--- src/rtl/ptg_pkg.sv ---
package ptg_pkg;

    typedef struct packed {
        logic       pd;
        logic [2:0] rsv_hi;
        logic       test_en;
        logic [2:0] rsv_mid;
        logic [2:0] rsv_lo;
        logic       en10;
        logic       en100;
        logic       gap_long;
        logic [1:0] sel;
    } ptg_cfg_t;

    // Writable bits of the control word
    localparam logic [15:0] CFG_WMASK    = 16'h881F;
    // Bits whose change restarts the pattern
    localparam logic [15:0] CFG_MODEMASK = 16'h081F;

    typedef enum logic [2:0] {
        T10_DATA,
        T10_EOP,
        T10_GAP,
        T10_PULSE,
        T10_TONE
    } t10_state_e;

endpackage

--- src/rtl/ptg_ctrl.sv ---
module ptg_ctrl
    import ptg_pkg::*;
(
    input  logic        clk,
    input  logic        rst_n,
    input  logic        we,
    input  logic [15:0] wdata,
    output ptg_cfg_t    cfg_q,
    output ptg_cfg_t    cfg_nxt,
    output logic        restart
);

    always_comb begin
        cfg_nxt = we ? ptg_cfg_t'(wdata & CFG_WMASK) : cfg_q;
        restart = we && (((wdata & CFG_MODEMASK) ^ (16'(cfg_q) & CFG_MODEMASK)) != 16'h0);
    end

    always_ff @(posedge clk) begin
        if (!rst_n) cfg_q <= '0;
        else        cfg_q <= cfg_nxt;
    end

endmodule

--- src/rtl/ptg_pat100.sv ---
module ptg_pat100 #(
    parameter int PAIR_LEN   = 2,
    parameter int LONG_ONES  = 14,
    parameter int LONG_ZEROS = 6
) (
    input  logic       clk,
    input  logic       rst_n,
    input  logic       restart,
    input  logic [1:0] sel,
    output logic       bit_o
);

    localparam int SHORT_PER = 2 * PAIR_LEN;
    localparam int LONG_PER  = LONG_ONES + LONG_ZEROS;
    localparam int SW        = $clog2(SHORT_PER);
    localparam int LW        = $clog2(LONG_PER);

    logic [SW-1:0] ph_s;
    logic [LW-1:0] ph_l;

    always_ff @(posedge clk) begin
        if (!rst_n || restart) begin
            ph_s <= '0;
            ph_l <= '0;
        end else begin
            ph_s <= (ph_s == SW'(SHORT_PER - 1)) ? '0 : ph_s + 1'b1;
            ph_l <= (ph_l == LW'(LONG_PER - 1))  ? '0 : ph_l + 1'b1;
        end
    end

    always_comb begin
        unique case (sel)
            2'b00: bit_o = 1'b0;
            2'b01: bit_o = 1'b1;
            2'b10: bit_o = (ph_s < SW'(PAIR_LEN));
            2'b11: bit_o = (ph_l < LW'(LONG_ONES));
        endcase
    end

endmodule

--- src/rtl/ptg_pat10.sv ---
module ptg_pat10
    import ptg_pkg::*;
#(
    parameter int DATA_BITS   = 64,
    parameter int EOP_TICKS   = 4,
    parameter int PULSE_TICKS = 2,
    parameter int GAP_SHORT   = 200,
    parameter int GAP_LONG    = 300
) (
    input  logic       clk,
    input  logic       rst_n,
    input  logic       restart,
    input  logic [1:0] entry_sel,
    input  logic [1:0] sel,
    input  logic       gap_long,
    output logic       bit_o,
    output logic       valid_o
);

    localparam int DATA_TICKS = 2 * DATA_BITS;
    localparam int MAX_A      = (DATA_TICKS > GAP_LONG) ? DATA_TICKS : GAP_LONG;
    localparam int MAX_B      = (GAP_SHORT > EOP_TICKS) ? GAP_SHORT : EOP_TICKS;
    localparam int CNT_MAX    = (MAX_A > MAX_B) ? MAX_A : MAX_B;
    localparam int CW         = $clog2(CNT_MAX + 1);

    localparam logic [CW-1:0] DATA_LAST  = CW'(DATA_TICKS - 1);
    localparam logic [CW-1:0] EOP_LAST   = CW'(EOP_TICKS - 1);
    localparam logic [CW-1:0] PULSE_LAST = CW'(PULSE_TICKS - 1);
    localparam logic [CW-1:0] GS_LAST    = CW'(GAP_SHORT - 1);
    localparam logic [CW-1:0] GL_LAST    = CW'(GAP_LONG - 1);

    t10_state_e    state, state_nx;
    logic [CW-1:0] cnt, cnt_nx;
    logic [CW-1:0] gap_last;

    function automatic t10_state_e entry_of(input logic [1:0] s);
        unique case (s)
            2'b00, 2'b01: entry_of = T10_DATA;
            2'b10:        entry_of = T10_PULSE;
            2'b11:        entry_of = T10_TONE;
        endcase
    endfunction

    assign gap_last = gap_long ? GL_LAST : GS_LAST;

    always_comb begin
        state_nx = state;
        cnt_nx   = cnt + 1'b1;
        unique case (state)
            T10_DATA:  if (cnt == DATA_LAST)  begin state_nx = T10_EOP; cnt_nx = '0; end
            T10_EOP:   if (cnt == EOP_LAST)   begin state_nx = T10_GAP; cnt_nx = '0; end
            T10_PULSE: if (cnt == PULSE_LAST) begin state_nx = T10_GAP; cnt_nx = '0; end
            T10_GAP:   if (cnt == gap_last)   begin state_nx = entry_of(sel); cnt_nx = '0; end
            T10_TONE:  state_nx = T10_TONE;
        endcase
    end

    always_ff @(posedge clk) begin
        if (!rst_n) begin
            state <= T10_DATA;
            cnt   <= '0;
        end else if (restart) begin
            state <= entry_of(entry_sel);
            cnt   <= '0;
        end else begin
            state <= state_nx;
            cnt   <= cnt_nx;
        end
    end

    always_comb begin
        bit_o   = 1'b0;
        valid_o = 1'b1;
        unique case (state)
            T10_DATA:  bit_o = ~cnt[1] ^ cnt[0];
            T10_EOP:   bit_o = ~sel[0];
            T10_PULSE: bit_o = 1'b1;
            T10_GAP:   valid_o = 1'b0;
            T10_TONE:  bit_o = ~cnt[0];
        endcase
    end

endmodule

--- src/rtl/phy_tx_pattern_gen.sv ---
module phy_tx_pattern_gen
    import ptg_pkg::*;
#(
    parameter int DATA_BITS = 64,
    parameter int GAP_SHORT = 200,
    parameter int GAP_LONG  = 300
) (
    input  logic        clk,
    input  logic        rst_n,
    input  logic        cfg_we,
    input  logic [15:0] cfg_wdata,
    output logic [15:0] cfg_rdata,
    input  logic        norm_bit,
    input  logic        norm_valid,
    output logic        tx_bit,
    output logic        tx_valid,
    output logic        tx_pd
);

    ptg_cfg_t cfg_q, cfg_nxt;
    logic     restart;
    logic     mode100, mode10;
    logic     p100_bit, p10_bit, p10_valid;

    ptg_ctrl u_ctrl (
        .clk     (clk),
        .rst_n   (rst_n),
        .we      (cfg_we),
        .wdata   (cfg_wdata),
        .cfg_q   (cfg_q),
        .cfg_nxt (cfg_nxt),
        .restart (restart)
    );

    assign mode100 = cfg_q.test_en & cfg_q.en100;
    assign mode10  = cfg_q.test_en & cfg_q.en10 & ~cfg_q.en100;

    ptg_pat100 u_p100 (
        .clk     (clk),
        .rst_n   (rst_n),
        .restart (restart | ~mode100),
        .sel     (cfg_q.sel),
        .bit_o   (p100_bit)
    );

    ptg_pat10 #(
        .DATA_BITS (DATA_BITS),
        .GAP_SHORT (GAP_SHORT),
        .GAP_LONG  (GAP_LONG)
    ) u_p10 (
        .clk       (clk),
        .rst_n     (rst_n),
        .restart   (restart | ~mode10),
        .entry_sel (cfg_nxt.sel),
        .sel       (cfg_q.sel),
        .gap_long  (cfg_q.gap_long),
        .bit_o     (p10_bit),
        .valid_o   (p10_valid)
    );

    assign cfg_rdata = 16'(cfg_q);
    assign tx_pd     = cfg_q.pd;

    always_comb begin
        if (cfg_q.pd) begin
            tx_bit   = 1'b0;
            tx_valid = 1'b0;
        end else if (mode100) begin
            tx_bit   = p100_bit;
            tx_valid = 1'b1;
        end else if (mode10) begin
            tx_bit   = p10_bit;
            tx_valid = p10_valid;
        end else begin
            tx_bit   = norm_bit;
            tx_valid = norm_valid;
        end
    end

endmodule

--- config.mk ---
export PLATFORM = sky130hd
export DESIGN_NAME = phy_tx_pattern_gen
export DESIGN_NICKNAME = d
export VERILOG_FILES = /design/src/rtl/ptg_pkg.sv /design/src/rtl/ptg_ctrl.sv /design/src/rtl/ptg_pat100.sv /design/src/rtl/ptg_pat10.sv /design/src/rtl/phy_tx_pattern_gen.sv
export SDC_FILE = /design/constraint.sdc
export NUM_CORES = 1
export LEC_CHECK = 0
export ABC_AREA = 1
export BUFFER_PORTS_ARGS = -buffer_cell sky130_fd_sc_hd__buf_4
export CAP_MARGIN = 20
export CORE_MARGIN = 3
export CORE_UTILIZATION = 53
export CTS_CLUSTER_SIZE = 10
export DETAILED_ROUTE_END_ITERATION = 12
export GPL_TIMING_DRIVEN = 1
export PLACE_DENSITY = 0.87
export SLEW_MARGIN = 20
export SYNTH_ARGS = -nofsm -noshare
export SYNTH_HDL_FRONTEND = slang
export SYNTH_SLANG_ARGS = --single-unit
--- constraint.sdc ---
create_clock -name clk -period 1.7 [get_ports clk]
set_input_delay 0.17 -clock clk [delete_from_list [all_inputs] [get_ports clk]]
set_output_delay 0.17 -clock clk [all_outputs]
set_load 0.005 [all_outputs]
# Word-level counts from Yosys, hierarchy flattened

Cells that the tools add are included.

Flip-flop bits (word level): 26
Input bits: 21

Add/subtract/negate cells: 3
$lt $le $gt $ge: 2
Equal/unequal tests: 20
Mux-type cells: 24
Bitwise logic cells: 14
Reductions and logical operators: 13

Operators with widths:

| operator              | count |
|---|---|
| $mux W9               | 5 |
| $pmux W9 S4           | 1 |
| $pmux W3 S3           | 2 |
| $reduce_bool A16 Y1   | 1 |
| $mux W3               | 5 |
| $pmux W3 S5           | 1 |
| $ne A3 B1 Y1 const B  | 4 |
| $xor A12 B12 Y12      | 1 |
| $eq A2 B2 Y1 const B  | 5 |
| $reduce_or A2 Y1      | 5 |
| $add A9 B1 Y9 const B | 1 |
| $eq A9 B1 Y1 const B  | 1 |
| $eq A9 B2 Y1 const B  | 1 |
| $eq A9 B7 Y1 const B  | 1 |
| $eq A9 B9 Y1          | 1 |
| $pmux W1 S4           | 2 |
| $mux W1               | 7 |
| $not A1 Y1            | 7 |
| $eq A3 B2 Y1 const B  | 2 |
| $add A5 B1 Y5 const B | 1 |
| $eq A5 B5 Y1 const B  | 1 |
| $lt A5 B4 Y1 const B  | 1 |
| $eq A2 B1 Y1 const B  | 2 |
| $logic_not A2 Y1      | 2 |
| other kinds (13)      | 16 |

# Depth between registers and ports, before layout

Gate-level depths: netlist of run 1.

Depth in word-level cells: 6
Depth in mapped cells: 12
Mapped depth without buffers: 12

# By module

Synthesis of run 1 repeated with hierarchy kept, for this count alone.

Cells, all modules: 312
Area total of the unflattened synthesis: 2013.2 µm²

Modules (own cells, without submodules):

| module             | times used | cells an instance | area each (µm²) |
|---|---|---|---|
| ptg_pat10          | 1          | 133               | 813.3 |
| ptg_ctrl           | 1          | 113               | 750.7 |
| ptg_pat100         | 1          | 47                | 359.1 |
| phy_tx_pattern_gen | 1          | 19                | 90.1 |

# Worst setup path before layout of run 1

OpenSTA, ideal clock, no wires.

Path type: flip-flop to flip-flop
Start: register u_p10.cnt[0]
End: register u_p10.cnt[0]
Library setup time: 122 ps
Arrival time: 1422 ps
Required time: 1578 ps
Setup slack: 156 ps
Stages on the path, launching flop included: 11
Buffers on the path: 0
Period minus slack after synthesis: 1544 ps
Cell sequence: dfxtp_1 > ha_1 > nand2_1 > nor2_1 > nand4_1 > nand2_1 > nand2_1 > clkinv_1 > nand3_2 > o21ai_4 > nor2_2

Cells in the longest elaborated chain, start to end: 3

RTL lines:

| element                                     | line            | source |
|---|---|---|
| from (decl)                                 | ptg_pat10.sv:33 | `logic [CW-1:0] cnt, cnt_nx;` |
| from (signal assigned)                      | ptg_pat10.sv:67 | `cnt <= cnt_nx;` |
| $add A9 B1 Y9, or another cell as far along | ptg_pat10.sv:48 | `cnt_nx = cnt + 1'b1;` |
| $mux W9, on equally long branches           | --              |  |
| $pmux W9 S4 *                               | ptg_pat10.sv:49 | `unique case (state)` |

Every way passes the cells marked *; elsewhere a longest branch is shown, timed or not.
A chain may end at the register's enable or synchronous reset.

# Worst setup path after layout of run 1

Start: register u_p10.cnt[1]
End: output tx_bit

Cells in the longest elaborated chain, start to end: 6

RTL lines:

| element       | line                     | source |
|---|---|---|
| $not A1 Y1    | ptg_pat10.sv:75          | `T10_DATA: bit_o = ~cnt[1] ^ cnt[0];` |
| $xor A1 B1 Y1 | ptg_pat10.sv:75          |  |
| $pmux W1 S4   | ptg_pat10.sv:74          | `unique case (state)` |
| $mux W1       | phy_tx_pattern_gen.sv:71 | `end else if (mode10) begin` |
| $mux W1       | phy_tx_pattern_gen.sv:68 | `end else if (mode100) begin` |
| $mux W1       | phy_tx_pattern_gen.sv:65 | `if (cfg_q.pd) begin` |
| to (decl)     | phy_tx_pattern_gen.sv:15 | `output logic tx_bit,` |

Every way passes these cells.

==> results of run 1 <==
==> flip-flops by register name, indices dropped and copies added (netlist names) <==
name / flops
u_p10.cnt: 9
u_ctrl.cfg_q: 7
u_p100.ph_l: 5
u_p10.state: 3
u_p100.ph_s: 2
==> cell type report <==
cell class	count	area [µm²]	share of cell area, %
Multi-Input combinational cell	182	977	49.5
Sequential cell	26	536	27.1
Timing Repair Buffer	31	245	12.4
Inverter	38	143	7.22
Tap cell	42	52.6	2.66
Clock buffer	3	22.5	1.14
==> per-layer routing <==
layer	vias to the layer above	part of all wire, %
li1	818	-
met1	698	43
met2	33	51
met3	8	4.1
met4	0	2.4
met5	-	0
==> how the worst min path moves through the flow <==
stage                   from               end  slack (ns)  depth (start not counted)
2_1_floorplan  cfg_wdata[15]  u_ctrl.cfg_q[15]        0.30                          2
4_1_cts        cfg_wdata[15]  u_ctrl.cfg_q[15]        0.06                          3
3_3_place_gp   cfg_wdata[15]  u_ctrl.cfg_q[15]        0.39                          3
5_1_grt        cfg_wdata[15]  u_ctrl.cfg_q[15]        0.08                          3
3_5_place_dp   cfg_wdata[15]  u_ctrl.cfg_q[15]        0.40                          3
6_report       cfg_wdata[15]  u_ctrl.cfg_q[15]        0.06                          3
==> cell usage after synthesis (all sizes together) <==
master | number | share of area (%)
a21oi | 8 | 2.6
buf | 12 | 5.3
clkbuf | 1 | 0.23
clkinv | 1 | 0.23
conb | 1 | 0.23
dfxtp | 26 | 31
ha | 4 | 3.0
inv | 37 | 8.4
nand2 | 60 | 15
nand3 | 19 | 6.3
nand4 | 4 | 1.5
nor2 | 48 | 13
nor3 | 4 | 1.9
nor4 | 1 | 0.38
o21ai | 14 | 4.9
o31ai | 1 | 0.45
xnor2 | 1 | 0.53
xor2 | 9 | 4.7
==> kinds of logic (layout without fill, tap and decap cells) <==
group,after synthesis,count (layout),synth area share (%)
simple gates,136,136,38.1
fa+ha+maj,4,4,3.01
compound gates,23,23,7.99
xor+xnor,10,10,5.28
other cells,1,9,0.226
flops,26,26,31.3
buf+inv,51,72,14.1
==> critical path, cell delays in order (launching register included) <==
cell	delay, ns
dfxtp_2	0.36
inv_2	0.05
ha_4	0.27
nand2_2	0.05
nand4_1	0.09
nor2_1	0.05
o21ai_1	0.10
nand2_1	0.05
nor2_1	0.09
buf_4	0.12
==> through the flow <==
stage | instance area [µm²] | instances | utilization (%)
finish | 1980 | 322 | 68.7
global route | 1980 | 322 | 68.7
CTS | 1920 | 320 | 66.6
detailed placement | 1850 | 315 | 64.5
global placement | 1850 | 315 | 64.5
floorplan | 1690 | 259 | -
==> what timing repair did <==
| action | CTS | global route |
|---|---|---|
| cloned | 0 | 0 |
| hold endpoints to repair | 0 | 0 |
| hold buffers | 0 | 0 |
| pin swaps | 3 | 4 |
| resized for setup | 10 | 11 |
| setup endpoints to repair | 2 | 13 |
| buffers inserted | 3 | 2 |
==> power by group through the flow <==
stage / clock network, mW / registers, mW / logic, mW
6_report: 0.255 / 0.650 / 0.222
3_5_place_dp: 0 / 0.664 / 0.206
4_1_cts: 0.274 / 0.650 / 0.215
3_3_place_gp: 0 / 0.663 / 0.202
2_1_floorplan: 0 / 0.660 / 0.147
5_1_grt: 0.285 / 0.653 / 0.252
==> summary.md, run 1 <==
| Metric | Value |
|---|---|
| Internal power | `roughly 800 µW` |
| WL per Instance | `roughly 11 µm` |
| Sequential area share after synthesis | `31.3%` |
| Mapped cell area | `approximately 0.0017 mm²` |
| FILL cells | `approximately 270` |
| Horiz. Die Dim | `around 62 µm` |
| Antenna violations before repair | `0` |
| Busiest layer in global routing | `met2` |
| Setup Skew | `around 0.007 ns` |
| CTS Buf Count | `3` |
| Clock Path Buffers | `2` |
| CP required | `1.53 ns` |
| Kind of critical path | `reg2out` |
| First-pass GRT wire length | `around 5200 µm` |
| Clock power share | `a little under a quarter` |
| Post-DP HPWL | `2670 µm` |
| Outcome | `finished with violations` |
| Final Hold Vio Count | `0` |
| Largest net degree at the start of global routing | `15` |
| Met3 usage | `under 10%` |
| Input/output buffers | `21` |
| Total grt overflow | `0` |
| Clk_lat worst skew | `about 0.32 ns` |
| H-tree depth | `1` |
| Sw frac | `about 28%` |
| Fin crit period | `approximately 1.7 ns` |
| Final Slew Violations | `0` |
| P per Cell Area | `roughly 570 mW/mm²` |
| Most common cell after layout, fill and taps aside | `nand2_1` |
| Commonest non-fill, non-tap cells in the layout | `53 x nand2_1, 34 x nor2_1, 31 x inv_1, 30 x buf_4, 20 x dfxtp_1` |
| Leakage | `about 0.9 nW` |
| # setup viols final | `1` |
| Pre-CTS WS | `0.0893 ns` |
| Fmax | `about 0.58 GHz` |
| Drt via density | `a little under 5` |
| CORE AREA | `~0.0029 mm²` |
| Seq pwr share | `between 50% and 60%` |
| Share of cells above drive strength 1 | `a little over a quarter` |
| DRT Wirelength | `roughly 3500 µm` |
| CP endpoint kind | `primary output` |
| Final setup TNS | `-0.0100 ns` |
| Final setup margin | `-0.0100 ns` |
| CP Data Arrival Time | `around 1.5 ns` |
| Worst Setup SP | `u_p10.cnt[1]` |
| Syn-to-layout area delta | `19.0%` |
| RSZ-0062 raised after global routing | `true` |
| Max VDD drop | `443 µV` |
| Initial Util | `between 50% and 60%` |
| Die area | `between 0.003 and 0.004 mm²` |
| Register-to-Register Path Depth | `11` |
| Drt pass-1 iters | `4` |
| Rows | `19` |
| Die Y | `~62 µm` |
| Final Total Pwr | `roughly 1.1 mW` |
| Cell variety after synth | `28` |
| Crit path max fanout | `2` |
| Cells after synthesis | `about 250` |
| Nets | `roughly 310` |
| Failing checks | `negative setup slack` |
| Number of max-cap violations | `0` |
| CTS sink cnt | `26` |
| ANT nets after route | `0` |
| GRT Total Usage | `between 10% and 20%` |
| Crit path to | `tx_bit` |
| Syn avg cell area | `between 6 and 7 µm²` |
| Residual DRC | `0` |
| ANT cells | `0` |
| Via count | `between 1,500 and 2,000` |
| CTS tree | `built` |
| Yosys warns | `0` |
| Final Cycle Share | `101%` |
| FF-to-FF Start | `u_p10.cnt[0]` |
| IO Count | `40` |
| Root Driver | `clkbuf_4` |
| Hold slack final | `approximately 0.063 ns` |
| Comb pwr share | `between 15 and 20%` |
| R2r setup slk | `~0.040 ns` |
| RR Endpoint | `u_p10.cnt[5]` |
| Routing usage on met2 | `a little under a third` |
| #FFs+latches synth | `26` |
| Total net switching power | `~320 µW` |
| HP Class | `in2reg` |
| GRT met1 Usage | `22.5%` |
| DR iter-0 viols | `between 70 and 80` |
| Setup crit start kind | `flop` |
| Routability Congestion | `approximately 0.89` |
| Clock-pin slew on the worst setup and hold paths | `approximately 0.13 ns` |
| Vias in the first global route | `1,292` |
Note: power is estimated with default switching activity, not from simulation.
==> run 2, diff against run 1 <==
--- a/config.mk
+++ b/config.mk
@@ -14,6 +14,7 @@
 export DETAILED_ROUTE_END_ITERATION = 12
 export GPL_TIMING_DRIVEN = 1
 export PLACE_DENSITY = 0.87
+export REMOVE_ABC_BUFFERS = 1
 export SLEW_MARGIN = 20
 export SYNTH_ARGS = -nofsm -noshare
 export SYNTH_HDL_FRONTEND = slang
==> summary.md, run 2 (synthesis results as in run 1) <==
| Metric | Value |
|---|---|
| Outcome | `finished with violations` |
| Failing checks | `negative setup slack` |
| HP Class | `in2reg` |
| Placed cell area | `0.00185 mm² (-0.41%)` |
| DRT Wirelength | `3470 µm (-1.4%)` |
| Fin cells | `322 (unchanged)` |
| CP endpoint kind | `primary output` |
| ANT cells | `0 (unchanged)` |
| Most used cell, CP | `nor2_1` |
| DP Cell Count | `314 (-0.32%)` |
| Slowest cell on crit path | `dfxtp_2` |
| Max VDD drop | `602 µV (+36%)` |
| Clk_lat worst skew | `0.32 ns (about the same)` |
| Antenna violations before repair | `0 (unchanged)` |
| Leakage | `0.907 nW (-0.46%)` |
| Die Y | `62.0 µm (unchanged)` |
| CTS sink cnt | `26 (unchanged)` |
| CTS Buf Count | `3 (unchanged)` |
| First-pass GRT wire length | `5320 µm (+1.6%)` |
| CTS Hold Buffers Added | `0 (unchanged)` |
| Root Driver | `clkbuf_4` |
| Hold slack final | `0.0587 ns (-0.00384 ns)` |
| Final Cell Area | `0.00196 mm² (-0.82%)` |
| Drt pass-1 iters | `4 (unchanged)` |
| Syn-to-layout area delta | `18.0%` |
| Final setup margin | `-0.0618 ns (-0.0518 ns)` |
| CORE AREA | `0.00288 mm² (unchanged)` |
| Final Cycle Share | `104% (+3.0 points)` |
| CP required | `1.53 ns (about the same)` |
| Most flops, register | `u_p10.cnt` |
| # setup viols final | `1 (unchanged)` |
| Kind of critical path | `reg2out` |
| Fmax | `0.568 GHz (-2.9%)` |
| ANT nets after route | `0 (unchanged)` |
| Total grt overflow | `0 (unchanged)` |
| GRT Total Usage | `18.5% (+0.26 points)` |
| Register area | `528 µm² (-1.4%)` |
| Horiz. Die Dim | `62.0 µm (unchanged)` |
| Pre-CTS WS | `0.0537 ns (-0.0356 ns)` |
| Initial Util | `57.7% (unchanged)` |
| CP cell instances | `buf_6 > ha_4 > nand2_2 > nand4_1 > nor2_1 > o21ai_1 > nand2_1 > nor2_1 > buf_4` |
| DR iter-0 viols | `113 (+45%)` |
| Residual DRC | `0 (unchanged)` |
| Via count | `1,549 (-0.51%)` |
| Post-DP HPWL | `2630 µm (-1.6%)` |
| IO Count | `40 (unchanged)` |
| Rows | `19 (unchanged)` |
| Clock Path Buffers | `2 (unchanged)` |
| Share of cells above drive strength 1 | `24.3% (-2.5 points)` |
| Fin crit period | `1.76 ns (+0.0518 ns)` |
| CTS tree | `built` |
| Drt via density | `4.81 (-0.51%)` |
| Clock-pin slew on the worst setup and hold paths | `0.12 ns (about the same)` |
| Die area | `0.00384 mm² (unchanged)` |
| FILL cells | `262 (-3.3%)` |
| Setup Skew | `0.00232 ns (-0.00466 ns)` |
| Input/output buffers | `21 (unchanged)` |
| Critical Path Max Stage Delay | `0.35 ns (about the same)` |
| Final Slew Violations | `0 (unchanged)` |
| Final Hold Vio Count | `0 (unchanged)` |
| Setup crit start kind | `flop` |
| Routability Congestion | `0.878 (-1.7%)` |
| RSZ-0062 raised after global routing | `true` |
| H-tree depth | `1 (unchanged)` |
| Nets | `307 (unchanged)` |
| CP Data Arrival Time | `1.59 ns (+0.05 ns)` |
| Commonest non-fill, non-tap cells in the layout | `55 x nand2_1, 35 x nor2_1, 32 x inv_1, 29 x buf_4, 22 x dfxtp_1` |
| Vias in the first global route | `1,313 (+1.6%)` |
| Number of max-cap violations | `0 (unchanged)` |
| Max FFs per register | `9 (unchanged)` |
| Most common cell after layout, fill and taps aside | `nand2_1` |
| WL per Instance | `10.8 µm (-1.4%)` |
| P per Cell Area | `572 mW/mm² (+0.32%)` |
| Crit path max fanout | `3 (+1)` |
| Largest regs | `u_p10.cnt (9), u_ctrl.cfg_q (7), u_p100.ph_l (5)` |
| Multi-input logic area | `965 µm² (-1.3%)` |
| Largest net degree at the start of global routing | `15 (unchanged)` |
## run 2: cell counts in the layout (fill, tap and decap cells not counted)
Identical to the previous run, type by type.
## run 2: area by class of cell
class / count / share of cell area (%)
Sequential cell: 26 / 26.9
Tap cell: 42 / 2.68
Multi-Input combinational cell: 182 / 49.2
Inverter: 38 / 7.28
Timing Repair Buffer: 31 / 12.7
Clock buffer: 3 / 1.15
## run 2: repair_timing
item / 4_1_cts / 5_1_grt
hold endpoints to repair: 0 / 0
endpoints found under the setup margin: 2 / 12
pin swaps: 2 / 4
resized for setup: 7 / 6
buffers inserted: 1 / 4
## run 2: worst paths after layout
path | slack [ns] | cells past startpoint | start | to
max | -0.06 | 9 | u_p10.cnt[0] | tx_bit
min | 0.06 | 3 | cfg_wdata[15] | u_ctrl.cfg_q[15]
max reg2reg | 0.02 | 11 | u_p10.cnt[0] | u_p10.cnt[5]
min reg2reg | 0.43 | 1 | u_p100.ph_s[0] | u_p100.ph_s[0]
## run 2: metrics by stage
stage / power [mW] / util [%] / setup TNS, ns
2_1_floorplan: 0.782 / - / 0
3_3_place_gp: 0.865 / 64.2 / 0
3_5_place_dp: 0.869 / 64.2 / 0
4_1_cts: 1.12 / 66.0 / -0.119
5_1_grt: 1.19 / 68.1 / -0.991
6_report: 1.12 / 68.1 / -0.0618
## run 2: layer usage
metal / share of wire [%] / up-vias / track usage [%]
met3: 3.3 / 6 / 4.55
met1: 46 / 702 / 23.3
met5: 0 / - / 0
li1: - / 816 / -
met2: 50 / 25 / 31.1
met4: 1.5 / 0 / 5.45
## run 2: where the power goes
| group | internal (mW) | switching [mW] |
|---|---|---|
| Combinational | 0.0953 | 0.122 |
| Clock | 0.0832 | 0.170 |
| Sequential | 0.626 | 0.0244 |
| Total | 0.805 | 0.316 |
## run 2: worst max-delay path: cells and delay by family, from the launching register on
| family | cells | cell delay, ns |
|---|---|---|
| AOI/OAI and AO/OA | 1 | 0.10 |
| adders and majority gates | 1 | 0.26 |
| buffers and inverters | 2 | 0.24 |
| DFF | 1 | 0.35 |
| and+or+nand+nor | 5 | 0.32 |
==> run 3, diff against run 2 <==
--- a/config.mk
+++ b/config.mk
@@ -8,6 +8,7 @@
 export ABC_AREA = 1
 export BUFFER_PORTS_ARGS = -buffer_cell sky130_fd_sc_hd__buf_4
 export CAP_MARGIN = 20
+export CORE_ASPECT_RATIO = 1.2
 export CORE_MARGIN = 3
 export CORE_UTILIZATION = 53
 export CTS_CLUSTER_SIZE = 10
==> summary.md, run 3 (synthesis results as in run 1) <==
| Metric | Value |
|---|---|
| Outcome | `finished with violations` |
| Failing checks | `negative setup slack` |
| Number of max-cap violations | `0 (unchanged)` |
| Fmax | `0.572 GHz (+0.70%)` |
| Final Hold Vio Count | `0 (unchanged)` |
| Final setup margin | `-0.0495 ns (+0.0123 ns)` |
| Crit path max fanout | `7 (+4)` |
| Setup Skew | `0.00712 ns (+0.00480 ns)` |
| Multi-input logic area | `0.00100 mm² (+3.8%)` |
| Fin cells | `324 (+0.62%)` |
| IO Count | `40 (unchanged)` |
| CORE AREA | `0.00289 mm² (+0.48%)` |
| Max FFs per register | `9 (unchanged)` |
| CP endpoint kind | `primary output` |
| Initial Util | `57.4% (-0.27 points)` |
| Input/output buffers | `21 (unchanged)` |
| Kind of critical path | `reg2out` |
| DRT Wirelength | `3860 µm (+11%)` |
| Rows | `21 (+2)` |
| Fin crit period | `1.75 ns (-0.0123 ns)` |
| GRT Total Usage | `19.9% (+1.4 points)` |
| Largest regs | `u_p10.cnt (9), u_ctrl.cfg_q (7), u_p100.ph_l (5)` |
| Hold slack final | `0.0548 ns (-0.00390 ns)` |
| Nets | `316 (+2.9%)` |
| Clock Path Buffers | `2 (unchanged)` |
| ANT cells | `0 (unchanged)` |
| Share of cells above drive strength 1 | `31.7% (+7.4 points)` |
| Via count | `1,621 (+4.6%)` |
| Register area | `544 µm² (+3.1%)` |
| Horiz. Die Dim | `57.1 µm (-7.9%)` |
| Final Util | `73.1% (+5.0 points)` |
| Die area | `0.00384 mm² (about the same)` |
| CP required | `1.53 ns (about the same)` |
| Setup crit start kind | `flop` |
| H-tree depth | `1 (unchanged)` |
| First-pass GRT wire length | `6110 µm (+15%)` |
| WL per Instance | `11.9 µm (+11%)` |
| Residual DRC | `0 (unchanged)` |
| Clk_lat worst skew | `0.33 ns (about the same)` |
| Max VDD drop | `480 µV (-20%)` |
| CTS sink cnt | `26 (unchanged)` |
| DP Cell Count | `307 (-2.2%)` |
| Antenna violations before repair | `0 (unchanged)` |
| FILL cells | `247 (-5.7%)` |
| Leakage | `0.974 nW (+7.3%)` |
| Post-DP HPWL | `2570 µm (-2.4%)` |
| CP Data Arrival Time | `1.58 ns (about the same)` |
| Largest net degree at the start of global routing | `16 (+1)` |
| Drt via density | `5.00 (+4.0%)` |
| Final Cycle Share | `103% (-0.72 points)` |
| RSZ-0062 raised after global routing | `true` |
| CTS Buf Count | `3 (unchanged)` |
| Final Slew Violations | `0 (unchanged)` |
| HP Class | `in2reg` |
| CTS tree | `built` |
| # setup viols final | `7 (+6)` |
| Vias in the first global route | `1,471 (+12%)` |
| ANT nets after route | `0 (unchanged)` |
| Clock-pin slew on the worst setup and hold paths | `0.15 ns (+0.03 ns)` |
| DR iter-0 viols | `60 (-47%)` |
| Syn-to-layout area delta | `27.2%` |
| Drt pass-1 iters | `4 (unchanged)` |
| Most common cell after layout, fill and taps aside | `nand2_1` |
| Routability Congestion | `0.863 (-1.8%)` |
| Root Driver | `clkbuf_4` |
| P per Cell Area | `635 mW/mm² (+11%)` |
| Most flops, register | `u_p10.cnt` |
| Total grt overflow | `0 (unchanged)` |
| Commonest non-fill, non-tap cells in the layout | `53 x nand2_1, 37 x buf_4, 33 x nor2_1, 29 x inv_1` |
| Final Total Pwr | `1.34 mW (+20%)` |
| Die Y | `67.3 µm (+8.6%)` |
[run 3: changes by cell type in the layout (fill, tap and decap cells not counted), sizes merged]
cell	delta
buf	+9
bufinv	+1
[run 3: layer usage]
metal	vias up	part of all wire, %	track usage [%]
met2	53	54	38.0
met5	-	0	0
met3	13	4.8	4.02
met4	0	2.5	6.96
li1	836	-	-
met1	719	38	21.6
[run 3: layout make-up]
| type | count | area share, % |
|---|---|---|
| clock buffer | 3 | 1.07 |
| multi-input combinational | 182 | 47.4 |
| timing repair buffer | 40 | 15.6 |
| clock inverter | 1 | 1.42 |
| sequential | 26 | 25.8 |
| inverter | 38 | 6.75 |
| tap | 34 | 2.01 |
[run 3: worst paths after layout]
| kind | from | to | slack, ns | cells after the start |
|---|---|---|---|---|
| min reg2reg | u_p100.ph_s[0] | u_p100.ph_s[0] | 0.43 | 1 |
| max reg2reg | u_p10.cnt[0] | u_p10.cnt[3] | -0.01 | 11 |
| min | cfg_wdata[15] | u_ctrl.cfg_q[15] | 0.05 | 3 |
| max | u_p10.state[0] | tx_bit | -0.05 | 9 |
[run 3: critical path, stage by stage, from the launching register on]
cell	delay (ns)
dfxtp_4	0.43
nand2_2	0.11
nor2_4	0.12
nand2_1	0.06
nand4_1	0.10
nor2_1	0.06
o21ai_1	0.11
nand2_1	0.06
nor2_1	0.09
buf_4	0.12
[run 3: where the power goes]
group,internal (mW),leakage [nW],switching (mW)
registers,0.624,0.217,0.0265
logic,0.119,0.729,0.140
clock network,0.238,0.0279,0.193
[run 3: per-stage QoR]
stage	setup TNS (ns)	cell area, µm²	setup slack (ns)
3_5_place_dp	0	1860	0.0951
2_1_floorplan	0	1600	0.156
6_report	-0.0711	2110	-0.0495
5_1_grt	-1.31	2110	-0.217
4_1_cts	-0.0561	1980	-0.0561
3_3_place_gp	0	1860	0.145
[run 3: repair_timing]
action                     4_1_cts  5_1_grt
gates resized for setup         14       20
pin swaps                        6        7
hold buffers                     0        0
buffers inserted                 6        8
setup endpoints to repair        2       17
